==> src/rtl/spx_pkg.sv <==
package spx_pkg;

  // Default port width and synchroniser depth for the expander.
  localparam int unsigned SPX_WIDTH       = 8;
  localparam int unsigned SPX_SYNC_STAGES = 2;

  // The four host wires, grouped after synchronisation.
  typedef struct packed {
    logic clr_n;
    logic stb;
    logic sclk;
    logic data;
  } spx_host_t;

  localparam int unsigned SPX_HOST_BITS = $bits(spx_host_t);

  // Reset image for the synchronisers: all host lines read low.
  // The clear therefore stays active until real samples arrive.
  localparam spx_host_t SPX_HOST_RST = '{clr_n: 1'b0, stb: 1'b0, sclk: 1'b0, data: 1'b0};

endpackage

==> src/rtl/spx_sync.sv <==
module spx_sync #(
  parameter int unsigned        N      = 4,
  parameter int unsigned        STAGES = 2,
  parameter logic [N-1:0]       RSTVAL = '0
) (
  input  logic         clk,
  input  logic         rst_n,
  input  logic [N-1:0] d_i,
  output logic [N-1:0] q_o
);

  localparam int unsigned LAST = STAGES - 1;

  generate
    for (genvar g = 0; g < N; g++) begin : g_bit
      logic [STAGES-1:0] chain_q;
      logic [STAGES-1:0] chain_d;

      always_comb begin
        chain_d = {chain_q[STAGES-2:0], d_i[g]};
      end

      always_ff @(posedge clk or negedge rst_n) begin
        if (!rst_n) chain_q <= {STAGES{RSTVAL[g]}};
        else        chain_q <= chain_d;
      end

      assign q_o[g] = chain_q[LAST];
    end
  endgenerate

endmodule

==> src/rtl/spx_shift.sv <==
module spx_shift #(
  parameter int unsigned WIDTH = 8
) (
  input  logic             clk,
  input  logic             rst_n,
  input  logic             sclk_s,
  input  logic             data_s,
  output logic             shift_o,
  output logic [WIDTH-1:0] sr_next_o,
  output logic [WIDTH-1:0] sr_q_o
);

  logic             sclk_prev_q;
  logic             shift_en;
  logic [WIDTH-1:0] sr_q;
  logic [WIDTH-1:0] sr_d;

  // The edge detector compares the current sample with the previous one.
  always_comb begin
    shift_en = sclk_s & ~sclk_prev_q;
  end

  always_comb begin
    sr_d = sr_q;
    if (shift_en) sr_d = {sr_q[WIDTH-2:0], data_s};
  end

  always_ff @(posedge clk or negedge rst_n) begin
    if (!rst_n) begin
      sclk_prev_q <= 1'b0;
      sr_q        <= '0;
    end else begin
      sclk_prev_q <= sclk_s;
      if (shift_en) sr_q <= sr_d;
    end
  end

  assign shift_o   = shift_en;
  assign sr_next_o = sr_d;
  assign sr_q_o    = sr_q;


  single_rise_chk: assert property (@(posedge clk) disable iff (!rst_n)
    shift_en |=> !shift_en);


  entry_bit_chk: assert property (@(posedge clk) disable iff (!rst_n)
    shift_en |=> sr_q[0] == $past(data_s));


  sr_idle_chk: assert property (@(posedge clk) disable iff (!rst_n)
    !shift_en |=> $stable(sr_q));

endmodule

==> src/rtl/spx_latch.sv <==
module spx_latch #(
  parameter int unsigned WIDTH = 8
) (
  input  logic             clk,
  input  logic             rst_n,
  input  logic             clr_n_s,
  input  logic             stb_s,
  input  logic             shift_i,
  input  logic [WIDTH-1:0] sr_next_i,
  input  logic [WIDTH-1:0] sr_q_i,
  output logic [WIDTH-1:0] latch_o
);

  logic [WIDTH-1:0] latch_q;
  logic [WIDTH-1:0] latch_d;
  logic [WIDTH-1:0] follow_val;
  logic             latch_en;

  // When a shift and a transparent latch coincide, take the post-shift word.
  always_comb begin
    follow_val = shift_i ? sr_next_i : sr_q_i;
  end

  always_comb begin
    latch_en = 1'b0;
    latch_d  = latch_q;
    if (!clr_n_s) begin
      latch_en = 1'b1;
      latch_d  = '0;
    end else if (!stb_s) begin
      latch_en = 1'b1;
      latch_d  = follow_val;
    end
  end

  always_ff @(posedge clk or negedge rst_n) begin
    if (!rst_n)        latch_q <= '0;
    else if (latch_en) latch_q <= latch_d;
  end

  assign latch_o = latch_q;


  clear_zero_chk: assert property (@(posedge clk) disable iff (!rst_n)
    !clr_n_s |=> latch_q == '0);


  strobe_hold_chk: assert property (@(posedge clk) disable iff (!rst_n)
    (clr_n_s && stb_s) |=> $stable(latch_q));

endmodule

==> src/rtl/serial_port_expander.sv <==
module serial_port_expander #(
  parameter int unsigned WIDTH       = spx_pkg::SPX_WIDTH,
  parameter int unsigned SYNC_STAGES = spx_pkg::SPX_SYNC_STAGES
) (
  input  logic             clk,
  input  logic             rst_n,
  input  logic             ser_data_i,
  input  logic             ser_clk_i,
  input  logic             ser_strobe_i,
  input  logic             ser_clr_n_i,
  output logic [WIDTH-1:0] par_o
);

  import spx_pkg::*;

  spx_host_t        host_raw;
  spx_host_t        host_s;
  logic             shift;
  logic [WIDTH-1:0] sr_next;
  logic [WIDTH-1:0] sr_q;
  logic [WIDTH-1:0] latch_q;

  always_comb begin
    host_raw.clr_n = ser_clr_n_i;
    host_raw.stb   = ser_strobe_i;
    host_raw.sclk  = ser_clk_i;
    host_raw.data  = ser_data_i;
  end

  spx_sync #(
    .N      (SPX_HOST_BITS),
    .STAGES (SYNC_STAGES),
    .RSTVAL (SPX_HOST_RST)
  ) u_sync (
    .clk   (clk),
    .rst_n (rst_n),
    .d_i   (host_raw),
    .q_o   (host_s)
  );

  spx_shift #(.WIDTH(WIDTH)) u_shift (
    .clk       (clk),
    .rst_n     (rst_n),
    .sclk_s    (host_s.sclk),
    .data_s    (host_s.data),
    .shift_o   (shift),
    .sr_next_o (sr_next),
    .sr_q_o    (sr_q)
  );

  spx_latch #(.WIDTH(WIDTH)) u_latch (
    .clk       (clk),
    .rst_n     (rst_n),
    .clr_n_s   (host_s.clr_n),
    .stb_s     (host_s.stb),
    .shift_i   (shift),
    .sr_next_i (sr_next),
    .sr_q_i    (sr_q),
    .latch_o   (latch_q)
  );

  assign par_o = latch_q;


  follow_live_chk: assert property (@(posedge clk) disable iff (!rst_n)
    (host_s.clr_n && !host_s.stb) |=> par_o == sr_q);

endmodule

==> config.mk <==
export PLATFORM = sky130hd
export DESIGN_NAME = serial_port_expander
export DESIGN_NICKNAME = d
export VERILOG_FILES = /design/src/rtl/spx_pkg.sv /design/src/rtl/spx_sync.sv /design/src/rtl/spx_shift.sv /design/src/rtl/spx_latch.sv /design/src/rtl/serial_port_expander.sv
export SDC_FILE = /design/constraint.sdc
export NUM_CORES = 1
export LEC_CHECK = 0
export ABC_AREA = 0
export CORE_MARGIN = 2
export CORE_UTILIZATION = 38
export CTS_BUF_LIST = sky130_fd_sc_hd__clkbuf_16
export DETAILED_ROUTE_END_ITERATION = 10
export DONT_BUFFER_PORTS = 1
export MAX_ROUTING_LAYER = met4
export SETUP_SLACK_MARGIN = 0.3
export SYNTH_ARGS = -nofsm -noshare
export SYNTH_HDL_FRONTEND = slang
export SYNTH_SLANG_ARGS = --single-unit
export TNS_END_PERCENT = 10
==> constraint.sdc <==
create_clock -name clk -period 1.38 [get_ports clk]
set_clock_uncertainty 0.05 [all_clocks]
set_input_delay 0.207 -clock clk [delete_from_list [all_inputs] [get_ports clk]]
set_output_delay 0.207 -clock clk [all_outputs]
set_load 0.005 [all_outputs]
; ---- Yosys cells after proc, flatten, opt, wreduce, memory -nomap -nowiden
; Cells that the tools add are included.
[totals]
rom_bits = 0
in_bits = 6
wordCells = 16
latchBits = 0
mem_count = 0
ram_bits = 0
reg_bits = 25
output_inout_bits = 8
[op_classes]
n_lt_le_gt_ge = 0
eq_ne = 1
shift = 0
reduce_logical = 1
div = 0
add_sub_neg = 0
bitwise_logic = 2
multipliers = 0
mux = 5
[ops]
columns = cell, count
row1 = $mux W8, 3
row2 = $mux W1, 2
row3 = $ne A2 B2 Y1 const B, 1
row4 = $reduce_and A2 Y1, 1
row5 = $and A1 B1 Y1, 1
row6 = $not A1 Y1, 1

; ---- Longest topological paths before layout
; Gate-level depths: netlist of the first run.
[depth]
word_depth = 5
ltp_mapped = 4
depth_no_buf = 3

; ---- Hierarchy
; A second synthesis of the first run with hierarchy kept.
[unflattened]
cells_unflattened = 75
hier_area_um2 = 1194.9
[modules_own_cells]
columns = module, cells_each, seq_area_each_um2, area_per_inst_um2, instances
row1 = spx_shift, 28, 225.2, 484.2, 1
row2 = spx_latch, 35, 200.2, 480.5, 1
row3 = spx_sync, 12, 200.2, 230.2, 1

; ---- Worst setup path after synthesis of the first run
; Ideal clock, no wire load.
[synth_path]
kind = reg2reg
startpoint = register u_shift.sclk_prev_q
endpoint = register u_latch.latch_q[0] (netlist: u_latch.latch_o[0])
path_buffers = 1
synth_period_minus_slack_ps = 1251
required_ps = 1211
path_stages_with_launch = 5
setup_ps = 119
arrival_time_ps = 1082
slack_ps = 129
path_cell_list = dfrtp_1 nor2b_4 buf_6 mux2_4 o21ba_1
[synth_via]
elab_chain_cells = 5
[synth_rtl]
columns = element, line
row1 = from (decl), spx_shift.sv:13  ; logic sclk_prev_q;
row2 = from (signal assigned), spx_shift.sv:33  ; sclk_prev_q <= sclk_s;
row3 = $not A1 Y1, spx_shift.sv:20  ; shift_en = sclk_s & ~sclk_prev_q;
row4 = $and A1 B1 Y1, spx_shift.sv:20
row5 = $mux W8, n/a
row6 = named net u_latch.follow_val[0], spx_latch.sv:16  ; logic [WIDTH-1:0] follow_val;
row7 = $mux W8, spx_latch.sv:30  ; end else if (!stb_s) begin
row8 = $mux W8, spx_latch.sv:27  ; if (!clr_n_s) begin
row9 = to (signal assigned), spx_latch.sv:38  ; else if (latch_en) latch_q <= latch_d;
row10 = to (decl), spx_latch.sv:14  ; logic [WIDTH-1:0] latch_q;
; The timed path passes the listed nets, and every way through them passes these cells. The select of a mux whose other input is x is not followed.
; A chain may end at the register's enable or synchronous reset.

; ---- Worst setup path in the final report of the first run
[layout_path]
startpoint = register u_sync.g_bit[1].chain_q[1]
endpoint = register u_latch.latch_q[6] (netlist: u_latch.latch_o[6])
[layout_via]
elab_chain_cells = 4
[layout_rtl]
columns = element, line
row1 = from (decl), spx_sync.sv:16  ; logic [STAGES-1:0] chain_q;
row2 = from (signal assigned), spx_sync.sv:24  ; if (!rst_n) chain_q <= {STAGES{RSTVAL[g]}};
row3 = from (signal assigned), spx_sync.sv:25  ; else chain_q <= chain_d;
row4 = $and A1 B1 Y1, spx_shift.sv:20
row5 = $mux W8, n/a
row6 = named net u_latch.follow_val[6], spx_latch.sv:16
row7 = $mux W8, spx_latch.sv:30
row8 = $mux W8, spx_latch.sv:27
; The timed path passes the listed nets, and every way through them passes these cells. The select of a mux whose other input is x is not followed.

==> results of run 1 <==
flip-flops by register name (all words and copies together), names as in the netlist:
signal,count
u_shift.sr_q_o,8
u_shift.sclk_prev_q,1
u_latch.latch_o,8
u_sync.g_bit.chain_q,8
cells in the final DEF, fill, tap and decap left out:
cell,synthesis,final
dlygate4sd3_1,0,5
o21ba_1,8,8
buf_4,0,1
nor2b_4,1,1
clkbuf_16,0,3
inv_1,1,1
dfrtp_1,25,25
clkinv_2,0,1
mux2_4,8,8
o21ai_0,8,8
buf_12,0,2
worst min path at each step:
stage,from,end,slack [ps],cells after the start
floorplan,rst_n,u_latch.latch_o[0],-140,0
global placement,rst_n,u_latch.latch_o[3],-140,0
detailed placement,rst_n,u_latch.latch_o[4],-140,0
CTS,u_sync.g_bit[2].chain_q[0],u_sync.g_bit[2].chain_q[1],300,0
global route,u_sync.g_bit[2].chain_q[0],u_sync.g_bit[2].chain_q[1],300,0
finish,u_sync.g_bit[2].chain_q[0],u_sync.g_bit[2].chain_q[1],300,0
per-stage QoR:
step           cell area, µm²  util [%]  worst slack, ps  hold WS [ps]
2_1_floorplan           898.4         -            129.4        -138.6
3_3_place_gp            925.9     41.46            40.84        -138.0
3_5_place_dp            925.9     41.46            9.000        -138.0
4_1_cts                  1096     49.08            75.06         301.3
5_1_grt                  1096     49.08            30.60         304.0
6_report                 1096     49.08            71.82         297.4
worst max-delay path, delay by kind of cell, from the launching register on:
kind | cells | cell delay [ps]
AO/OA/AOI/OAI | 1 | 170
buffers and inverters | 1 | 140
flip-flops | 1 | 360
multiplexers | 1 | 300
AND/OR/NAND/NOR | 1 | 170
cell type report:
type	instances	area [µm²]	area share, %
flip-flops and latches	25	625.6	57.08
multi-input cells	25	254.0	23.17
repair buffers	8	97.59	8.904
clock buffers	3	75.07	6.849
well taps	28	35.03	3.196
clock inverters	1	5.005	0.4566
inverters	1	3.754	0.3425
cell families after synthesis:
family / share of synthesized area [%]
and+or+nand+nor: 1.532
buffers and inverters: 2.088
muxes: 13.37
DFF: 69.64
AOI/OAI and AO/OA: 13.37
per-layer routing:
metal | vias to the layer above | wire (µm)
li1 | 202 | -
met1 | 244 | 651
met2 | 13 | 655
met3 | 2 | 93
met4 | 0 | 9
met5 | - | 0
where the power goes:
part           switching [mW]  internal (mW)
Combinational          0.0923          0.178
Sequential             0.0786          0.868
Clock                   0.236          0.390
Total                   0.407           1.44
timing repair:
| item | in CTS | in global routing |
|---|---|---|
| endpoints found under the setup margin | 16 | 16 |
| hold buffers | 6 | 0 |
| cloned | 0 | 0 |
| hold endpoints to repair | 29 | 0 |
| setup buffers | 1 | 0 |
==> impl_metrics.csv, run 1 <==
group,metric,value,unit
outcome,status,"completed",
setup_path,r2r_cells,4,
timing,tns,0,ps
final_layout,final_cell_count_no_fill,91,
grt,grt_pass1_vias,503,
final_layout,nFillCells,191,
floorplanning,die_x,52.62,µm
clock_tree,clk_latency,250,ps
final_layout,fin_nets,70,
yosys,yosysTopAreaCell,"dfrtp_1",
setup_path,endpoint_kind,"register",
detailed_routing,wl,1410,µm
setup_path,r2r_start,"u_sync.g_bit[1].chain_q[1]",
yosys,synth.distinct_cells,8,
timing,fmax,764.4,MHz
clock_tree,numClockSinks,25,
yosys,synth-edff-count,0,
pwr,power-per-cell-area,1680,nW/µm²
placement,place.gp.congestion,0.6778,
yosys,synth_area,898.4,µm²
yosys,synthTopCellsByArea,"dfrtp_1 70%, mux2_4 13%, o21ba_1 8.9%",
setup_path,worstPathArrival,1400,ps
clock_tree,clk_path_buf_depth,2,
floorplanning,initial_utilization,40.22,%
floorplanning,die_h,52.62,µm
timing,setup_viol,0,
placement,dp_cells,80,
run,maxCapViolations,0,
floorplanning,core,2233,µm²
final_layout,area_delta_synth_final,22.01,%
yosys,seq_area_frac_synth,69.64,%
detailed_routing,antenna_left,0,
detailed_routing,wl_per_cell,15.49,µm
setup_path,crit_slowest_cell,"dfrtp_1",
pwr,leakagePower,0.5389,nW
yosys,synth_seq_cells,25,
grt,overflow,0,
timing,drv_slew,0,
grt,antenna_found_initial,0,
setup_path,setup.worst_path.class,"reg -> reg",
yosys,yosysMostFrequentCell,"dfrtp_1",
setup_path,max_stage_delay,360,ps
clock_tree,cts_tree,"built",
yosys,synth_nets,59,
setup_path,startpoint,"u_sync.g_bit[1].chain_q[1]",
detailed_routing,drt-vias-per-instance,5.066,
detailed_routing,drt-initial-drc-count,7,
grt,grt_util_met1,15.37,%
clock_tree,root_buffer,"clkbuf_16",
yosys,synth-async-reset-ratio,100.0,%
clock_tree,numCtsBuffers,3,
grt,gr-usage-all-layers,13.03,%
floorplanning,dieArea,2769,µm²
placement,numPortBuffers,0,
clock_tree,cts_resized,0,
yosys,ys_warn_count,0,
detailed_routing,firstDrtPassIters,3,
pwr,ir_drop,1.175,mV
grt,busiest_layer,"met2",
setup_path,cp_data_required_time,1470,ps
setup_path,critPathMaxFanout,8,
setup_path,cp-start-kind,"register",
yosys,synth.top_cell.area_share,69.64,%
timing,rsz0062_at_grt,"yes",
timing,max_slew_margin,82.39,%
setup_path,r2r-end,"u_latch.latch_o[6]",
timing,fin_crit,1308,ps
grt,grtUsageMet3,5.714,%
yosys,syn-instance-count,53,
setup_path,endpoint,"u_latch.latch_o[6]",
timing,period_share,94.80,%
grt,use_met2,19.58,%
final_layout,diodes,0,
pwr,finalPower,1.842,mW
clock_tree,cts.htree.levels,1,
setup_path,path_cells,"nor2b_4 > buf_12 > mux2_4 > o21ba_1",
final_layout,layout-drive-gt1-share,25.40,%
grt,grt_max_degree,26,
setup_path,ff2ff_setup_slack,70,ps
clock_tree,clk_pin_slew,60,ps
floorplanning,io-pin-count,14,
placement,dpl.hpwl,886.1,µm
yosys,synth_common_cells,"25 x dfrtp_1, 8 x mux2_4, 8 x o21ai_0, 8 x o21ba_1",
detailed_routing,vias,461,
detailed_routing,drc,0,
grt,grt_first_pass_wirelength,2380,µm
timing,hold_viol,0,
yosys,postSynthAreaPerCell,16.95,µm²
timing,worst_pin_slew,264.2,ps
yosys,synthFlopType,"dfrtp_1",
min_path,hp-class,"reg -> reg",
floorplanning,rows,17,
Power figures use the tool's default switching activity.
==> run 2: changes to the inputs <==
- CORE_UTILIZATION: 38 -> 40
==> impl_metrics.csv, run 2 (same netlist as run 1, synthesis figures left out) <==
group,metric,value,unit
detailed_routing,firstDrtPassIters,2,
clock_tree,cts_tree,"built",
clock_tree,clk_pin_slew,60,ps
floorplanning,die_x,51.39,µm
clock_tree,cts_resized,0,
setup_path,path_cells,"nor2b_4 > buf_12 > mux2_4 > o21ba_1",
run,maxCapViolations,0,
timing,drv_slew,0,
grt,overflow,0,
setup_path,cp-start-kind,"register",
final_layout,fin_nets,70,
setup_path,crit_family,"flip-flops",
grt,busiest_layer,"met2",
final_layout,final_cell_mix,"25 x dfrtp_1, 8 x mux2_4, 8 x o21ai_0, 8 x o21ba_1, 5 x dlygate4sd3_1",
clock_tree,clk_path_buf_depth,2,
pwr,combPwrFrac,14.5,%
detailed_routing,drt-vias-per-instance,4.868,
pwr,p_sw_share,22.77,%
min_path,hp-class,"reg -> reg",
setup_path,crit_slowest_cell,"dfrtp_1",
timing,hold_viol,0,
grt,antenna_found_initial,0,
floorplanning,core,2170,µm²
setup_path,cp_data_required_time,1480,ps
timing,setup_viol,0,
floorplanning,io-pin-count,14,
timing,hold_slack,297.4,ps
clock_tree,numClockSinks,25,
floorplanning,rows,17,
timing,rsz0062_at_grt,"yes",
floorplanning,initial_utilization,41.41,%
clock_tree,clk_latency,260,ps
pwr,leakagePower,0.5352,nW
placement,place.gp.congestion,0.6975,
setup_path,worstPathArrival,1420,ps
grt,grt_first_pass_wirelength,2366,µm
pwr,power.switching,424.0,µW
detailed_routing,wl_per_cell,15.08,µm
setup_path,endpoint_kind,"register",
final_layout,layout-drive-gt1-share,25.40,%
outcome,status,"completed",
detailed_routing,wl,1372,µm
timing,fmax,760.3,MHz
grt,use_met2,19.23,%
timing,tns,0,ps
grt,grt_util_met1,17.18,%
timing,period_share,95.31,%
final_layout,diodes,0,
detailed_routing,antenna_left,0,
detailed_routing,vias,443,
final_layout,fin_util,50.63,%
detailed_routing,drc,0,
timing,worst_slack,64.66,ps
grt,grt_max_degree,26,
grt,grt_pass1_vias,509,
timing,worst_pin_slew,252.6,ps
floorplanning,die_h,51.39,µm
final_layout,layout_commonest_cell,"dfrtp_1",
setup_path,setup.worst_path.class,"reg -> reg",
pwr,pwr-share-seq,50.7,%
final_layout,final_area,1099,µm²
setup_path,critPathMaxFanout,8,
clock_tree,root_buffer,"clkbuf_16",
clock_tree,numCtsBuffers,3,
clock_tree,cts.htree.levels,1,
grt,grtUsageMet3,3.509,%
timing,fin_crit,1315,ps
placement,dpl.hpwl,822.5,µm
pwr,pwr-share-clk,34.9,%
grt,gr-usage-all-layers,13.24,%
placement,pre_cts_ws,15.69,ps
final_layout,area_delta_synth_final,22.28,%
placement,placed_area,925.9,µm²
floorplanning,dieArea,2641,µm²
setup_path,worst-path-buf-inv,1,
pwr,ir_drop,0.8455,mV
pwr,power-per-cell-area,1695,nW/µm²
setup_path,max_stage_delay,400,ps
timing,max_slew_margin,83.16,%
pwr,internal_power,1.438,mW
placement,numPortBuffers,0,
detailed_routing,drt-initial-drc-count,4,
## run 2: changes by cell type in the layout (fill, tap and decap cells not counted)
cell,delta
clkinvlp_4,+1
clkinv_2,-1
## run 2: worst register-to-register path, cell delays in order, from the launching register on
cell     delay [ps]
dfrtp_1         400
nor2b_4         140
buf_12          140
mux2_4          310
o21ba_1         170
## run 2: layout make-up
| type | instances | area (µm²) |
|---|---|---|
| Fill cell | 188 | 1071 |
| Sequential cell | 25 | 625.6 |
| Multi-Input combinational cell | 25 | 254.0 |
| Timing Repair Buffer | 8 | 97.59 |
| Clock buffer | 3 | 75.07 |
| Tap cell | 28 | 35.03 |
| Clock inverter | 1 | 7.507 |
| Inverter | 1 | 3.754 |
## run 2: power by group through the flow
stage / clock [mW] / combinational (mW) / sequential [mW]
2_1_floorplan: 0 / 0.208 / 0.933
3_3_place_gp: 0 / 0.228 / 0.958
3_5_place_dp: 0 / 0.232 / 0.955
4_1_cts: 0.665 / 0.273 / 0.944
5_1_grt: 0.699 / 0.294 / 0.962
6_report: 0.649 / 0.269 / 0.944
## run 2: stage by stage
stage / total power, mW / std cells
floorplan: 1.141 / 53
global placement: 1.186 / 80
detailed placement: 1.188 / 80
CTS: 1.883 / 91
global route: 1.955 / 91
finish: 1.862 / 91
## run 2: worst paths after layout
check	slack [ps]	end	from	depth (start not counted)
worst max-delay path	60	u_latch.latch_o[5]	u_shift.sclk_prev_q	4
worst min-delay path	300	u_sync.g_bit[3].chain_q[1]	u_sync.g_bit[3].chain_q[0]	0
worst max register to register	60	u_latch.latch_o[5]	u_shift.sclk_prev_q	4
worst min register to register	300	u_sync.g_bit[3].chain_q[1]	u_sync.g_bit[3].chain_q[0]	0
max in group asynchronous	810	u_sync.g_bit[1].chain_q[0]	rst_n	2
min in group asynchronous	330	u_shift.sr_q_o[4]	rst_n	2
## run 2: layer usage
layer / part of all wire, % / vias up
met5: 0 / -
met4: 2.0 / 0
met3: 3.6 / 3
met2: 46 / 11
met1: 48 / 225
li1: - / 204
## run 2: timing repair
item / CTS / global route
endpoints found under the hold margin: 29 / 0
buffers inserted: 1 / 0
cloned: 0 / 0
hold buffers: 6 / 0
setup endpoints to repair: 16 / 16
pin swaps: 0 / 0
